$ cat config.mk
export PLATFORM = sky130hd
export DESIGN_NAME = cfg_slave_port
export DESIGN_NICKNAME = d
export VERILOG_FILES = /design/src/rtl/cfg_pkg.sv /design/src/rtl/cfg_rst_sync.sv /design/src/rtl/cfg_word_asm.sv /design/src/rtl/cfg_crc16.sv /design/src/rtl/cfg_slave_port.sv
export SDC_FILE = /design/constraint.sdc
export NUM_CORES = 1
export LEC_CHECK = 0
export BUFFER_PORTS_ARGS = -buffer_cell sky130_fd_sc_hd__buf_2
export CAP_MARGIN = 25
export CORE_UTILIZATION = 30
export CTS_CLUSTER_SIZE = 12
export DETAILED_ROUTE_END_ITERATION = 8
export PLACE_DENSITY = 0.58
export SYNTH_ARGS = -nofsm -noshare
export SYNTH_HDL_FRONTEND = slang
export SYNTH_SLANG_ARGS = --single-unit
$ cat constraint.sdc
create_clock -name clk -period 2.7 [get_ports clk]
set_input_delay 0.135 -clock clk [delete_from_list [all_inputs] [get_ports clk]]
set_output_delay 0.135 -clock clk [all_outputs]
set_load 0.01 [all_outputs]
$ cat src/rtl/cfg_pkg.sv
package cfg_pkg;

  localparam logic [31:0] SYNC_WORD = 32'hAA99_5566;
  localparam logic [31:0] END_WORD  = 32'hE000_0000;

  typedef enum logic [2:0] {
    ST_OFF, ST_CLR, ST_HUNT, ST_ALIGN, ST_SUM, ST_DRAIN, ST_DONE, ST_ERR
  } cfg_st_t;

  // One 32-bit word through a 16-bit CRC, most significant bit first.
  function automatic logic [15:0] crc16_word(input logic [15:0] c,
                                             input logic [31:0] d,
                                             input logic [15:0] poly);
    logic [15:0] r;
    r = c;
    for (int i = 31; i >= 0; i--) begin
      if (r[15] ^ d[i]) r = (r << 1) ^ poly;
      else              r = r << 1;
    end
    return r;
  endfunction

endpackage

$ cat src/rtl/cfg_rst_sync.sv
module cfg_rst_sync (
  input  logic clk,
  input  logic arst_n,
  output logic srst_n
);
  logic ff0_q, ff1_q;

  always_ff @(posedge clk or negedge arst_n) begin
    if (!arst_n) begin
      ff0_q <= 1'b0;
      ff1_q <= 1'b0;
    end else begin
      ff0_q <= 1'b1;
      ff1_q <= ff0_q;
    end
  end

  assign srst_n = ff1_q;
endmodule

$ cat src/rtl/cfg_word_asm.sv
module cfg_word_asm #(
  parameter int          BYTE_W = 8,
  parameter int          BYTES  = 4,
  parameter logic [31:0] SYNC   = cfg_pkg::SYNC_WORD
) (
  input  logic                    clk,
  input  logic                    rst_n,
  input  logic                    take,
  input  logic                    flush,
  input  logic                    align,
  input  logic [BYTE_W-1:0]       din,
  output logic                    sync_hit,
  output logic                    word_done,
  output logic [BYTE_W*BYTES-1:0] word_nxt
);
  localparam int WORD_W = BYTE_W * BYTES;
  localparam int IDX_W  = (BYTES > 1) ? $clog2(BYTES) : 1;
  localparam logic [IDX_W-1:0] LAST = IDX_W'(BYTES - 1);

  logic [WORD_W-1:0] shreg_q, shreg_d;
  logic [IDX_W-1:0]  idx_q, idx_d;

  assign word_nxt  = {shreg_q[WORD_W-BYTE_W-1:0], din};
  assign sync_hit  = take && !align && (word_nxt == SYNC[WORD_W-1:0]);
  assign word_done = take && align && (idx_q == LAST);

  always_comb begin
    shreg_d = shreg_q;
    idx_d   = idx_q;
    if (flush) begin
      shreg_d = '0;
      idx_d   = '0;
    end else if (take) begin
      shreg_d = word_nxt;
      if (sync_hit)   idx_d = '0;
      else if (align) idx_d = (idx_q == LAST) ? '0 : idx_q + 1'b1;
    end
  end

  always_ff @(posedge clk or negedge rst_n) begin
    if (!rst_n) begin
      shreg_q <= '0;
      idx_q   <= '0;
    end else begin
      shreg_q <= shreg_d;
      idx_q   <= idx_d;
    end
  end

  // A word needs BYTES captures, so two completions never sit back to back.
  assert_word_spacing_R3: assert property (@(posedge clk) disable iff (!rst_n)
    word_done |=> !word_done);

  // A sync hit starts a fresh word at byte slot zero.
  assert_realign_R3: assert property (@(posedge clk) disable iff (!rst_n)
    (sync_hit && !flush) |=> (idx_q == '0));

endmodule

$ cat src/rtl/cfg_crc16.sv
module cfg_crc16 #(
  parameter logic [15:0] POLY = 16'h8005
) (
  input  logic        clk,
  input  logic        rst_n,
  input  logic        clr,
  input  logic        upd,
  input  logic [31:0] data,
  output logic [15:0] crc
);
  logic [15:0] crc_q, crc_d;

  always_comb begin
    crc_d = crc_q;
    if (clr)      crc_d = '0;
    else if (upd) crc_d = cfg_pkg::crc16_word(crc_q, data, POLY);
  end

  always_ff @(posedge clk or negedge rst_n) begin
    if (!rst_n) crc_q <= '0;
    else        crc_q <= crc_d;
  end

  assign crc = crc_q;

  assert_crc_restart_R9: assert property (@(posedge clk) disable iff (!rst_n)
    clr |=> (crc == 16'h0000));

  assert_crc_hold_R9: assert property (@(posedge clk) disable iff (!rst_n)
    (!clr && !upd) |=> $stable(crc));

endmodule

$ cat src/rtl/cfg_slave_port.sv
module cfg_slave_port #(
  parameter int          CLR_CYC   = 16,
  parameter int          DRAIN_CYC = 4,
  parameter logic [15:0] CRC_POLY  = 16'h8005
) (
  input  logic        clk,
  input  logic        rst_n,
  input  logic        prog_hi,
  input  logic        hs_mode,
  input  logic        cs_n,
  input  logic        wr_n,
  input  logic [7:0]  din,
  output logic        busy,
  output logic        init_pull,
  output logic        done,
  output logic        word_vld,
  output logic [31:0] word_out
);
  import cfg_pkg::*;

  localparam int MAXC  = (CLR_CYC > DRAIN_CYC) ? CLR_CYC : DRAIN_CYC;
  localparam int CNT_W = $clog2(MAXC + 1);

  logic             rst_n_s;
  cfg_st_t          state_q, state_d;
  logic [CNT_W-1:0] cnt_q, cnt_d;
  logic             busy_q, busy_d;
  logic             cs_prev_q, wr_prev_q;
  logic             vld_q;
  logic [31:0]      word_q;

  logic        act_st, align, abort_ev, take;
  logic        sync_hit, word_done;
  logic [31:0] word_nxt;
  logic [15:0] crc_val;

  cfg_rst_sync u_rst (.clk(clk), .arst_n(rst_n), .srst_n(rst_n_s));

  assign act_st   = (state_q == ST_HUNT) || (state_q == ST_ALIGN) || (state_q == ST_SUM);
  assign align    = (state_q == ST_ALIGN) || (state_q == ST_SUM);
  assign abort_ev = act_st && !cs_prev_q && !cs_n && (wr_n != wr_prev_q);
  assign take     = act_st && !cs_n && !wr_n && !busy_q && !abort_ev;

  cfg_word_asm #(.BYTE_W(8), .BYTES(4), .SYNC(SYNC_WORD)) u_asm (
    .clk(clk), .rst_n(rst_n_s), .take(take), .flush(abort_ev), .align(align),
    .din(din), .sync_hit(sync_hit), .word_done(word_done), .word_nxt(word_nxt)
  );

  cfg_crc16 #(.POLY(CRC_POLY)) u_crc (
    .clk(clk), .rst_n(rst_n_s), .clr(sync_hit),
    .upd(word_done && (state_q == ST_ALIGN)), .data(word_nxt), .crc(crc_val)
  );

  // Next-state logic
  always_comb begin
    state_d = state_q;
    cnt_d   = cnt_q;
    busy_d  = take && hs_mode;
    if (!prog_hi) begin
      state_d = ST_OFF;
      cnt_d   = '0;
    end else begin
      case (state_q)
        ST_OFF: begin
          state_d = ST_CLR;
          cnt_d   = CNT_W'(CLR_CYC - 1);
        end
        ST_CLR: begin
          if (cnt_q == '0) state_d = ST_HUNT;
          else             cnt_d   = cnt_q - 1'b1;
        end
        ST_HUNT, ST_ALIGN, ST_SUM: begin
          if (abort_ev) begin
            state_d = ST_DRAIN;
            cnt_d   = CNT_W'(DRAIN_CYC - 1);
          end else if (state_q == ST_HUNT) begin
            if (sync_hit) state_d = ST_ALIGN;
          end else if (state_q == ST_ALIGN) begin
            if (word_done && (word_nxt == END_WORD)) state_d = ST_SUM;
          end else if (word_done) begin
            state_d = (word_nxt[15:0] == crc_val) ? ST_DONE : ST_ERR;
          end
        end
        ST_DRAIN: begin
          if (cnt_q == '0) state_d = ST_HUNT;
          else             cnt_d   = cnt_q - 1'b1;
        end
        default: state_d = state_q;
      endcase
    end
  end

  // Registers
  always_ff @(posedge clk or negedge rst_n_s) begin
    if (!rst_n_s) begin
      state_q   <= ST_OFF;
      cnt_q     <= '0;
      busy_q    <= 1'b0;
      cs_prev_q <= 1'b1;
      wr_prev_q <= 1'b1;
      vld_q     <= 1'b0;
      word_q    <= '0;
    end else begin
      state_q   <= state_d;
      cnt_q     <= cnt_d;
      busy_q    <= busy_d;
      cs_prev_q <= cs_n;
      wr_prev_q <= wr_n;
      vld_q     <= word_done;
      if (word_done) word_q <= word_nxt;
    end
  end

  assign busy      = busy_q || (state_q == ST_DRAIN);
  assign init_pull = (state_q == ST_OFF) || (state_q == ST_CLR) || (state_q == ST_ERR);
  assign done      = (state_q == ST_DONE);
  assign word_vld  = vld_q;
  assign word_out  = word_q;

  assert_init_release_R1: assert property (@(posedge clk) disable iff (!rst_n_s)
    $fell(init_pull) |-> $past(state_q == ST_CLR));

  assert_slow_no_busy_R5: assert property (@(posedge clk) disable iff (!rst_n_s)
    (!hs_mode && !$past(hs_mode) && (state_q != ST_DRAIN)) |-> !busy);

  assert_fast_busy_R6: assert property (@(posedge clk) disable iff (!rst_n_s)
    (take && hs_mode && prog_hi) |=> busy);

  assert_abort_drain_R7: assert property (@(posedge clk) disable iff (!rst_n_s)
    (abort_ev && prog_hi) |=> (busy && (state_q == ST_DRAIN)));

  assert_word_aligned_R8: assert property (@(posedge clk) disable iff (!rst_n_s)
    word_vld |-> $past(align));

  assert_done_source_R9: assert property (@(posedge clk) disable iff (!rst_n_s)
    $rose(done) |-> $past(state_q == ST_SUM));

endmodule

### Word-level counts from Yosys, hierarchy flattened

Cells that the tools add are included.

| cells by class | value |
|---|---|
| bitwise logic cells | 64 |
| multiplexer cells | 117 |
| add/sub/neg operators | 2 |
| reductions and logical operators | 36 |
| equal/unequal tests | 19 |

Operator list:

| cell | count |
|---|---|
| 16-bit 2-to-1 mux | 96 |
| 3-bit NOT | 32 |
| 32-bit equality test (second input constant) | 2 |
| 24-bit 2-to-1 mux | 2 |
| 1-bit XOR | 32 |
| 3-bit 2-to-1 mux | 8 |
| 16-bit equality test | 1 |
| 5-bit 2-to-1 mux | 3 |
| 5-bit one-hot mux with 3 select lines | 1 |
| 1-bit logical AND | 14 |
| 3-bit equality test (second input constant) | 4 |
| 6-bit != test (second input constant) | 2 |
| 2-bit 2-to-1 mux | 5 |
| 3-bit one-hot mux with 3 select lines | 1 |
| 3-bit by 2-bit equality test with 1-bit output (second input constant) | 2 |
| 1-bit zero test | 6 |
| 1-bit logical OR | 6 |
| 3-bit != test (second input constant) | 2 |
| 5-bit zero test | 1 |
| 5-bit != test (second input constant) | 1 |
| 5-bit AND reduction | 1 |
| 5-bit by 1-bit subtractor with 5-bit output (second input constant) | 1 |
| 4-bit by 2-bit != test with 1-bit output (second input constant) | 1 |
| 2-bit nonzero test | 2 |
| other kinds (12) | 12 |

| word-level totals | value |
|---|---|
| output and inout port bits | 36 |
| input bits | 14 |
| flip-flop bits (word level) | 88 |

### Logic depth before layout (Yosys ltp)

| depth | value |
|---|---|
| depth in word-level cells | 137 |
| mapped depth | 9 |
| depth with buffers taken out | 7 |

### Modules after synthesis

From an unflattened synthesis, not the netlist that was laid out.

| second synthesis, totals | value |
|---|---|
| cells, all modules | 435 |
| area total of the unflattened synthesis | 4908.5 µm² |

By module, submodules not included:

| module | times used | area each (µm²) | cells each | sequential area each (µm²) |
|---|---|---|---|---|
| cfg_slave_port | 1 | 2220.9 | 193 | 1103.6 |
| cfg_crc16 | 1 | 1365.1 | 129 | 400.4 |
| cfg_word_asm | 1 | 1268.7 | 110 | 650.6 |
| cfg_rst_sync | 1 | 53.8 | 3 | 50.0 |

### Worst setup path before layout

OpenSTA, ideal clock, no wires.

| timing path | value |
|---|---|
| path kind | reg2reg |
| start point | register u_asm.shreg_q[12] |
| end point | register u_crc.crc_q[15] (netlist: u_crc.crc[15]) |
| clock period less this slack | 2.523 ns |
| slack | 0.177 ns |
| setup time | 0.135 ns |
| data arrival time | 2.388 ns |
| data required time | 2.565 ns |
| stages on the path, launching flop included | 9 |
| path through | dfrtp_1 > buf_2 > xor3_2 > xnor3_1 > xnor3_1 > xnor3_1 > xor3_1 > xnor2_1 > mux2i_1 |

| on the way | value |
|---|---|
| longest elaborated chain between the ends | 84 |

Ends and longest elaborated chain:

| what | line | text |
|---|---|---|
| start: declaration | cfg_word_asm.sv:20 | `logic [WORD_W-1:0] shreg_q, shreg_d;` |
| start signal: assignment | cfg_word_asm.sv:45 | `shreg_q <= shreg_d;` |
| 1-bit XOR | cfg_pkg.sv:17 | `if (r[15] ^ d[i]) r = (r << 1) ^ poly;` |
| 16-bit 2-to-1 mux | cfg_pkg.sv:17 |  |
| 16-bit 2-to-1 mux | cfg_crc16.sv:16 | `else if (upd) crc_d = cfg_pkg::crc16_word(crc_q, data, POLY);` |
| 16-bit 2-to-1 mux | cfg_crc16.sv:15 | `if (clr) crc_d = '0;` |
| 1-bit XOR | cfg_pkg.sv:17 |  |
| 16-bit 2-to-1 mux | cfg_pkg.sv:17 |  |
| 16-bit 2-to-1 mux | cfg_crc16.sv:16 |  |
| 16-bit 2-to-1 mux | cfg_crc16.sv:15 |  |
| [68 not listed] | n/a |  |
| 1-bit XOR | cfg_pkg.sv:17 |  |
| 16-bit 2-to-1 mux | cfg_pkg.sv:17 |  |
| 16-bit 2-to-1 mux | cfg_crc16.sv:16 |  |
| 16-bit 2-to-1 mux | cfg_crc16.sv:15 |  |
| 1-bit XOR | cfg_pkg.sv:17 |  |
| 16-bit 2-to-1 mux | cfg_pkg.sv:17 |  |
| 16-bit 2-to-1 mux | cfg_crc16.sv:16 |  |
| 16-bit 2-to-1 mux | cfg_crc16.sv:15 |  |
| end signal: assignment | cfg_crc16.sv:21 | `else crc_q <= crc_d;` |
| end: declaration | cfg_crc16.sv:11 | `logic [15:0] crc_q, crc_d;` |

Several ways; a longest one is shown, not always the timed one. The select of a mux whose other input is x is not followed.
A chain may end at the register's enable or synchronous reset.

### Final worst setup path

| timing path | value |
|---|---|
| start point | register u_asm.shreg_q[6] |
| end point | register u_crc.crc_q[15] (netlist: u_crc.crc[15]) |

| on the way | value |
|---|---|
| longest elaborated chain between the ends | 60 |

Ends and longest elaborated chain:

| what | line |
|---|---|
| 1-bit XOR | cfg_pkg.sv:17 |
| 16-bit 2-to-1 mux | cfg_pkg.sv:17 |
| 16-bit 2-to-1 mux | cfg_crc16.sv:16 |
| 16-bit 2-to-1 mux | cfg_crc16.sv:15 |
| 1-bit XOR | cfg_pkg.sv:17 |
| 16-bit 2-to-1 mux | cfg_pkg.sv:17 |
| 16-bit 2-to-1 mux | cfg_crc16.sv:16 |
| 16-bit 2-to-1 mux | cfg_crc16.sv:15 |
| [44 not listed] | n/a |
| 1-bit XOR | cfg_pkg.sv:17 |
| 16-bit 2-to-1 mux | cfg_pkg.sv:17 |
| 16-bit 2-to-1 mux | cfg_crc16.sv:16 |
| 16-bit 2-to-1 mux | cfg_crc16.sv:15 |
| 1-bit XOR | cfg_pkg.sv:17 |
| 16-bit 2-to-1 mux | cfg_pkg.sv:17 |
| 16-bit 2-to-1 mux | cfg_crc16.sv:16 |
| 16-bit 2-to-1 mux | cfg_crc16.sv:15 |

Several ways; a longest one is shown, not always the timed one. The select of a mux whose other input is x is not followed.

==> out/qor.yml <==
placed_design:
  dpl.hpwl_mm: 8.87
  preCtsSetupSlack_ps: 89.6
  gp_congestion: 0.877
  io_buffers: 49
  dpl_cell_area_um2: 5430
detailed_routing:
  met3WireLength_um: 608
  drt_iter0_markers: 291
  wl_per_cell_um: 18.0
  drt-met1-wl_mm: 5.55
  drc: 0
  drt-total-wl_mm: 12.2
  drt_pass1_iterations: 5
  num_vias: 3465
  routed.top_layer: "met4"
  met2_length_mm: 5.91
  via_per_inst: 5.09
  ant_nets: 0
worst_setup_path:
  crit_path_cell_trace: "xnor2_2, xnor3_1, xnor3_1, xnor3_1, xor3_1, xnor2_1, mux2i_1"
  slowest_delay_ps: 510
  required_ps: 2980
  cpMostUsedCell: "xnor3_1"
  cp_max_fo: 9
  start_kind: "flop"
  worstPathArrival_ps: 2840
  critical_path.slowest_cell: "dfrtp_2"
  ff2ff_setup_slack_ps: 140
  crit_type: "reg -> reg"
  end_kind: "flop"
synth:
  synth_mux_area_frac: 0.0839
  synth.distinct_cells: 53
  synthAdderAreaFrac: 0.00787
  synth-seq-area-share: 0.462
  synth_compound_area_frac: 0.116
  yosysTopAreaCell: "dfrtp_1"
  yosysTopAreaCellShare: 0.451
  synth_ff_type: "dfrtp_1"
  synth_seq_cells: 88
  netlist_instances: 394
  synthArstFlopShare: 1.00
  yosysWarnings: 0
  syn-num-nets: 411
  avgSynthCellArea_um2: 12.1
  synth-simple-area-share: 0.0868
  yosys-top-cells-count: "dfrtp_1, xnor2_1, a22o_1"
  synth_xor_area_frac: 0.215
  synth_top_family_by_area: "XOR/XNOR gates"
  yosysMostFrequentCell: "dfrtp_1"
  syn_area_um2: 4770
  synth-edff-count: 0
  synth_area_leaders: "dfrtp_1, xnor2_1, mux2_2"
floorplan:
  core-area_um2: 15400
  num_io_pins: 50
  rows: 45
  die_height_um: 128
  die_area_um2: 16400
  initial_utilization: 0.310
  die_x_um: 128
global_route:
  antenna_found_initial: 0
  grt_max_degree: 45
  grt_pass1_vias: 3423
  grt_pass1_wl_mm: 19.3
  grt_overflow: 0
  track_usage: 0.157
clocking:
  insertion_delay_ps: 360
  cts_made_buffers: 9
  root_buffer: "clkbuf_16"
  cts_tree: "built"
  clk_pin_slew_ps: 70
  cts-htree-levels: 3
  clock_path_buffers: 2
  cts_sinks: 88
layout:
  utilization: 0.381
  final_cell_area_um2: 5860
  drive_gt1_frac: 0.328
  diodes: 0
  syn2layout_area_growth_pct: 22.8
  nets: 482
  fill_cells: 1495
timing:
  finalWorstSetupSlack_ps: 141
  fin_hold_ws_ps: 8.24
  finalCritPeriodShare: 0.948
  hold_viol: 0
  finalCriticalPeriod_ps: 2560
  worst_slew_pin_slew_ps: 623
  fmax_ghz: 0.391
  max_slew_margin: 0.585
  fin_skew_ps: 10.3
  setup_tns_ps: 0
  drv_slew: 0
  setup_viol_count_final: 0
pwr:
  power.density_nw_per_um2: 1310
  power.leakage_nw: 2.86
  vdd_ir_drop_max_v: 0.00103
worst_hold_path:
  hp-class: "in -> reg"
job:
  cap_violations: 0
run_status:
  outcome: "complete, no violations"
==> layout make-up <==
cell class                      count  area (µm²)  area share
Inverter                            4        15.0     0.00256
Multi-Input combinational cell    274        2460       0.421
Clock buffer                        9         225      0.0384
Clock inverter                      7         106      0.0182
Sequential cell                    88        2210       0.378
Timing Repair Buffer               88         571      0.0974
Tap cell                          211         264      0.0451
==> registers in the layout, indices dropped and copies added, names as in the netlist <==
register and cells:
busy_q 1, cnt_q 5, cs_prev_q 1, state_q 3, u_asm.idx_q 2, u_asm.shreg_q 24
u_crc.crc 16, u_rst.ff0_q 1, u_rst.srst_n 1, word_out 32, word_vld 1, wr_prev_q 1
==> critical path: cells and delay by family, from the launching register on <==
kind	cells	cell delay, ps
flip-flops	1	510
XOR/XNOR	6	1830
multiplexers	1	140
==> where the power goes <==
part	switching [mW]	internal (mW)
clock network	0.573	0.831
logic	1.84	2.54
registers	0.359	1.55
total	2.77	4.92
==> what timing repair did <==
action,4_1_cts,5_1_grt
hold endpoints to repair,4,0
setup buffers,0,5
hold buffers,3,0
setup endpoints to repair,0,1
resized for setup,0,8
==> cell usage in the layout, fill, tap and decap left out, drive strengths merged, types with 3 or more instances in the layout <==
cell,instances
and2,3
a32oi,3
mux2i,4
and3,6
dlygate4sd3,3
xor3,4
nor3,5
a31oi,3
nor4,10
xnor2,50
a22o,37
xor2,27
ha,3
nand4,6
dfrtp,86
clkbuf,9
mux2,32
buf,85
xnor3,11
nor2,8
nand2,14
o21ai,7
a21oi,4
inv,9
nand3,6
==> worst paths after layout <==
check	endpoint	startpoint	cells after the start
worst max-delay path	u_crc.crc[15]$_DFFE_PN0P_	u_asm.shreg_q[6]$_DFFE_PN0P_	7
worst min-delay path	busy_q$_DFF_PN0_	hs_mode	2
worst max register to register	u_crc.crc[15]$_DFFE_PN0P_	u_asm.shreg_q[6]$_DFFE_PN0P_	7
worst min register to register	u_asm.idx_q[1]$_DFFE_PN0P_	u_rst.srst_n$_DFF_PN0_	0
max in group asynchronous	u_asm.shreg_q[10]$_DFFE_PN0P_	u_rst.srst_n$_DFF_PN0_	1
min in group asynchronous	u_rst.srst_n$_DFF_PN0_	rst_n	2
==> metrics by stage <==
stage | power (mW) | std cells
2_1_floorplan | 5.29 | 394
3_3_place_gp | 6.06 | 657
3_5_place_dp | 6.07 | 657
4_1_cts | 7.51 | 676
5_1_grt | 8.08 | 681
6_report | 7.68 | 681
==> kinds of logic after synthesis <==
family	count (synthesis)
adders and majority gates	3
AOI/OAI and AO/OA	68
muxes	36
other	1
DFF	88
xor gates and xnor gates	92
and+or+nand+nor	74
buffers and inverters	32
==> layer usage <==
metal	vias up	track usage
met1	1755	0.208
met4	0	0.0443
met5	-	0
met2	121	0.254
met3	19	0.0376
li1	1570	-
Note: power is estimated with default switching activity, not from simulation.
